File: config.mk
export PLATFORM = sky130hd
export DESIGN_NAME = pwm2_top
export DESIGN_NICKNAME = d
export VERILOG_FILES = /design/src/rtl/pwm2_pkg.sv /design/src/rtl/pwm2_regs.sv /design/src/rtl/pwm2_prescaler.sv /design/src/rtl/pwm2_phase.sv /design/src/rtl/pwm2_channel.sv /design/src/rtl/pwm2_top.sv
export SDC_FILE = /design/constraint.sdc
export NUM_CORES = 1
export LEC_CHECK = 0
export CAP_MARGIN = 30
export CORE_MARGIN = 10
export CORE_UTILIZATION = 65
export DETAILED_ROUTE_END_ITERATION = 16
export HOLD_SLACK_MARGIN = 0.08
export PLACE_DENSITY = 0.86
export SETUP_SLACK_MARGIN = 0.3
export SLEW_MARGIN = 20
export SYNTH_ARGS = -nofsm -noshare
export SYNTH_HDL_FRONTEND = slang
export SYNTH_HIERARCHICAL = 1
export SYNTH_SLANG_ARGS = --single-unit
File: constraint.sdc
create_clock -name clk -period 13.8 [get_ports clk]
set_input_delay 2.76 -clock clk [delete_from_list [all_inputs] [get_ports clk]]
set_output_delay 2.76 -clock clk [all_outputs]
set_load 0.005 [all_outputs]
File: src/rtl/pwm2_pkg.sv
package pwm2_pkg;
    localparam int DATA_W = 32;
    localparam int CNT_W  = 16;
    localparam int DIV_W  = 7;
    localparam int NUM_CH = 2;
    localparam int ADDR_W = 4;
    localparam int PER_W  = CNT_W + 1;
    localparam logic [DATA_W-1:0] CTRL_MASK = 32'h00FF_FF03;

    typedef enum logic [1:0] {
        WORD_DUTY_A = 2'd0,
        WORD_DUTY_B = 2'd1,
        WORD_CTRL   = 2'd2,
        WORD_NONE   = 2'd3
    } word_sel_t;

    typedef struct packed {
        logic [CNT_W-1:0] hi;
        logic [CNT_W-1:0] lo;
    } duty_t;

    typedef struct packed {
        logic             pre_en;
        logic [DIV_W-1:0] div;
        logic             out_en;
    } ch_cfg_t;

    // Control word layout: output enables at bit ch, divide field and
    // prescaler enable in byte (1 + ch).
    function automatic ch_cfg_t ctrl_field(input logic [DATA_W-1:0] ctrl, input int ch);
        ch_cfg_t c;
        c.out_en = ctrl[ch];
        c.div    = ctrl[8 + 8*ch +: DIV_W];
        c.pre_en = ctrl[15 + 8*ch];
        return c;
    endfunction
endpackage

File: src/rtl/pwm2_regs.sv
module pwm2_regs
    import pwm2_pkg::*;
(
    input  logic                  clk,
    input  logic                  rst,
    input  logic                  bus_wr,
    input  logic [ADDR_W-1:0]     bus_addr,
    input  logic [DATA_W-1:0]     bus_wdata,
    output logic [DATA_W-1:0]     bus_rdata,
    output duty_t [NUM_CH-1:0]    duty_o,
    output logic [DATA_W-1:0]     ctrl_o
);
    word_sel_t sel;
    assign sel = word_sel_t'(bus_addr[3:2]);

    always_ff @(posedge clk) begin
        if (rst) begin
            duty_o <= '0;
            ctrl_o <= '0;
        end else if (bus_wr) begin
            case (sel)
                WORD_DUTY_A: duty_o[0] <= duty_t'(bus_wdata);
                WORD_DUTY_B: duty_o[1] <= duty_t'(bus_wdata);
                WORD_CTRL:   ctrl_o    <= bus_wdata & CTRL_MASK;
                default: ;
            endcase
        end
    end

    always_comb begin
        case (sel)
            WORD_DUTY_A: bus_rdata = duty_o[0];
            WORD_DUTY_B: bus_rdata = duty_o[1];
            WORD_CTRL:   bus_rdata = ctrl_o;
            default:     bus_rdata = '0;
        endcase
    end
endmodule

File: src/rtl/pwm2_prescaler.sv
module pwm2_prescaler
    import pwm2_pkg::*;
(
    input  logic             clk,
    input  logic             rst,
    input  logic             run,
    input  logic             src_tick,
    input  logic [DIV_W-1:0] div,
    output logic             ptick
);
    logic [DIV_W-1:0] cnt_q;

    assign ptick = run && src_tick && (cnt_q == div);

    always_ff @(posedge clk) begin
        if (rst || !run)
            cnt_q <= '0;
        else if (src_tick)
            cnt_q <= (cnt_q == div) ? '0 : cnt_q + 1'b1;
    end
endmodule

File: src/rtl/pwm2_phase.sv
module pwm2_phase
    import pwm2_pkg::*;
(
    input  logic  clk,
    input  logic  rst,
    input  logic  run,
    input  logic  ptick,
    input  duty_t duty,
    output logic  pwm_o
);
    duty_t            shadow_q;
    logic [PER_W-1:0] pos_q;
    logic [PER_W-1:0] total;
    logic             at_end;

    assign total  = {1'b0, shadow_q.hi} + {1'b0, shadow_q.lo};
    assign at_end = (total == '0) || (pos_q == total - 1'b1);
    assign pwm_o  = run && (pos_q < {1'b0, shadow_q.hi});

    always_ff @(posedge clk) begin
        if (rst || !run) begin
            pos_q    <= '0;
            shadow_q <= duty;
        end else if (ptick) begin
            if (at_end) begin
                pos_q    <= '0;
                shadow_q <= duty;
            end else begin
                pos_q <= pos_q + 1'b1;
            end
        end
    end
endmodule

File: src/rtl/pwm2_channel.sv
module pwm2_channel
    import pwm2_pkg::*;
(
    input  logic    clk,
    input  logic    rst,
    input  logic    src_tick,
    input  ch_cfg_t cfg,
    input  duty_t   duty,
    output logic    pwm_o
);
    logic run;
    logic ptick;

    assign run = cfg.pre_en && cfg.out_en;

    pwm2_prescaler u_pre (
        .clk      (clk),
        .rst      (rst),
        .run      (run),
        .src_tick (src_tick),
        .div      (cfg.div),
        .ptick    (ptick)
    );

    pwm2_phase u_phase (
        .clk   (clk),
        .rst   (rst),
        .run   (run),
        .ptick (ptick),
        .duty  (duty),
        .pwm_o (pwm_o)
    );
endmodule

File: src/rtl/pwm2_top.sv
module pwm2_top
    import pwm2_pkg::*;
(
    input  logic              clk,
    input  logic              rst,
    input  logic              bus_wr,
    input  logic [ADDR_W-1:0] bus_addr,
    input  logic [DATA_W-1:0] bus_wdata,
    output logic [DATA_W-1:0] bus_rdata,
    input  logic              src_tick_a,
    input  logic              src_tick_b,
    output logic              pwm_a,
    output logic              pwm_b
);
    duty_t [NUM_CH-1:0] duty_q;
    logic [DATA_W-1:0]  ctrl_q;
    logic [NUM_CH-1:0]  ticks;
    logic [NUM_CH-1:0]  outs;

    assign ticks = {src_tick_b, src_tick_a};
    assign pwm_a = outs[0];
    assign pwm_b = outs[1];

    pwm2_regs u_regs (
        .clk       (clk),
        .rst       (rst),
        .bus_wr    (bus_wr),
        .bus_addr  (bus_addr),
        .bus_wdata (bus_wdata),
        .bus_rdata (bus_rdata),
        .duty_o    (duty_q),
        .ctrl_o    (ctrl_q)
    );

    for (genvar ch = 0; ch < NUM_CH; ch++) begin : g_ch
        pwm2_channel u_ch (
            .clk      (clk),
            .rst      (rst),
            .src_tick (ticks[ch]),
            .cfg      (ctrl_field(ctrl_q, ch)),
            .duty     (duty_q[ch]),
            .pwm_o    (outs[ch])
        );
    end
endmodule

==> flow_summary.ini <==
[outcome]
status = complete, no violations

[placed_design]
dp_hpwl_um = 24700
dp.cells = 1679
port_buffers = 72
routabilityCongestion = 0.983

[clock_network]
clkSlewWorstSetupHoldPaths_ns = 0.07
cts.sinks = 194
root_buffer = clkbuf_16
cts_tree = built
clk_latency_ns = 0.44
htree_levels = 4
hold_buffers = 0
clock_path_buffers = 2
cts.repair.resized = 0
numCtsBuffers = 17
cts_setup_buffers = 0

[yosys]
yosysWarnings = 6
netlist_area_mm2 = 0.0132
synth.avg_cell_area_um2 = 9.39
syn_inst = 1406
synth_nets = 1519

[sta]
tightest_slew_ns = 0.992
setup_viol = 0
skew_ns = 0.0141
hold_viol = 0
fmax_ghz = 0.129
min_period_ns = 7.76
fin_tns_setup_ns = 0
slew-limit-headroom_pct = 33.1
finalCritPeriodShare_pct = 56.3
slew_viol_final = 0
rsz0062_at_grt = no

[floorplanning]
ioPinCount = 75
fp.dieH_um = 163
core-area_mm2 = 0.0201
dieArea_mm2 = 0.0264
rows = 52
die_w_um = 163
start_util_pct = 65.7

[power_and_ir_drop]
intPower_uw = 950
p_per_area_mw_per_mm2 = 92.9
switchingPower_uw = 396
p_leak_nw = 5.99
seqPwrFrac_pct = 45.9
pwr-share-clk_pct = 36.7
peakVddDrop_uv = 92.2
finalPower_mw = 1.35
p_sw_share_pct = 29.4
p_comb_share_pct = 17.3

[min_path]
holdPathStages = 0
hold_path_startpoint = u_regs/duty_o[56]
hold_path_class = register to register

[layout]
nets = 1541
n_antenna_cell = 0
syn2layout_area_growth_pct = 9.70
final_common_cell = dfxtp_1
post-route-util_pct = 72.0
stdcell_count = 1711
drive_gt1_share_pct = 7.08
final_cell_mix = 130 x dfxtp_1, 127 x nand2b_1, 120 x mux2i_1
num-fill-cells = 1458

[setup_path]
crit_type = primary input to output pin
ff2ff_path_depth = 14
rrSetupSlack_ns = 8.82
critical_path.max_stage_delay_ns = 0.85
crit_slowest_cell = nor2b_2
cp-end-kind = output pin
worstPathMaxFanout = 38
rr_endpoint = g_ch[1].u_ch/u_phase/shadow_q[6]
cp.arrival_ns = 5.00
critPathRequiredTime_ns = 11.04
crit_end = bus_rdata[1]
startpoint = bus_addr[2]
timing.rr.start = g_ch[1].u_ch/u_phase/shadow_q[16]
path_cells = buf_2, buf_4, nor2b_2, o2bb2ai_1, clkdlybuf4s50_1
critPathLaunchType = primary input

[detailed_routing]
via_count = 11000
drc = 0
dr.pass1.iters = 6
ant_nets = 0
via_per_inst = 6.45
routed_wl_um = 34000
wl_per_cell_um = 19.9
drt_iter0_markers = 1032

[global_route]
grt_max_degree = 81
grt_util_all_layers_pct = 25.1
grt_pass1_vias = 10500
antenna_found_initial = 0
grt_overflow_total = 0
grt_pass1_wl_um = 54100

[run]
cap_violations = 0
-- cell type report --
cell class	count	area, um^2	area share [%]
Inverter	57	214	1.48
Clock inverter	13	141	0.976
Sequential cell	194	4520	31.2
Tap cell	270	338	2.33
Multi-Input combinational cell	1076	8020	55.4
Clock buffer	19	443	3.06
Timing Repair Buffer	82	801	5.53
-- metal layers --
| metal | GRT usage, % | vias up | wire, um |
|---|---|---|---|
| met1 | 32.8 | 5244 | 14500 |
| met3 | 6.17 | 80 | 3140 |
| li1 | - | 5198 | - |
| met5 | 0 | - | 0 |
| met4 | 9.97 | 0 | 1130 |
| met2 | 39.2 | 508 | 15300 |
-- registers in the layout (all words and copies together), names as in the netlist --
name and flops:
g_ch.u_ch/u_phase/pos_q 34, g_ch.u_ch/u_phase/shadow_q 64, g_ch.u_ch/u_pre/cnt_q 14, u_regs/ctrl_o 18
u_regs/duty_o 64
-- metrics by stage --
stage	hold WS [ns]	area, um^2	setup slack [ns]
global placement	0.442	13900	6.11
finish	0.467	14500	6.04
detailed placement	0.445	13900	6.10
global route	0.483	14500	5.98
CTS	0.462	14500	6.08
floorplan	0.431	13200	7.57
-- power groups by stage --
stage | clock network (mW) | registers [mW] | logic [mW]
finish | 0.494 | 0.618 | 0.233
global route | 0.519 | 0.620 | 0.253
CTS | 0.499 | 0.618 | 0.229
detailed placement | 0 | 0.631 | 0.226
global placement | 0 | 0.630 | 0.219
floorplan | 0 | 0.623 | 0.178
-- worst max-delay path: cells and delay by family --
kind	cells	cell delay [ns]
AO/OA/AOI/OAI	1	0.25
AND/OR/NAND/NOR	1	0.85
buffers and inverters	3	1.12
-- worst min-delay path by stage --
stage | endpoint | slack, ns
global placement | g_ch[1].u_ch/u_phase/shadow_q[24] | 0.44
floorplan | g_ch[0].u_ch/u_phase/shadow_q[0] | 0.43
finish | g_ch[1].u_ch/u_phase/shadow_q[24] | 0.47
detailed placement | g_ch[1].u_ch/u_phase/shadow_q[24] | 0.44
CTS | g_ch[1].u_ch/u_phase/shadow_q[24] | 0.46
global route | g_ch[0].u_ch/u_phase/shadow_q[25] | 0.48
Note: power is estimated with default switching activity, not from simulation.
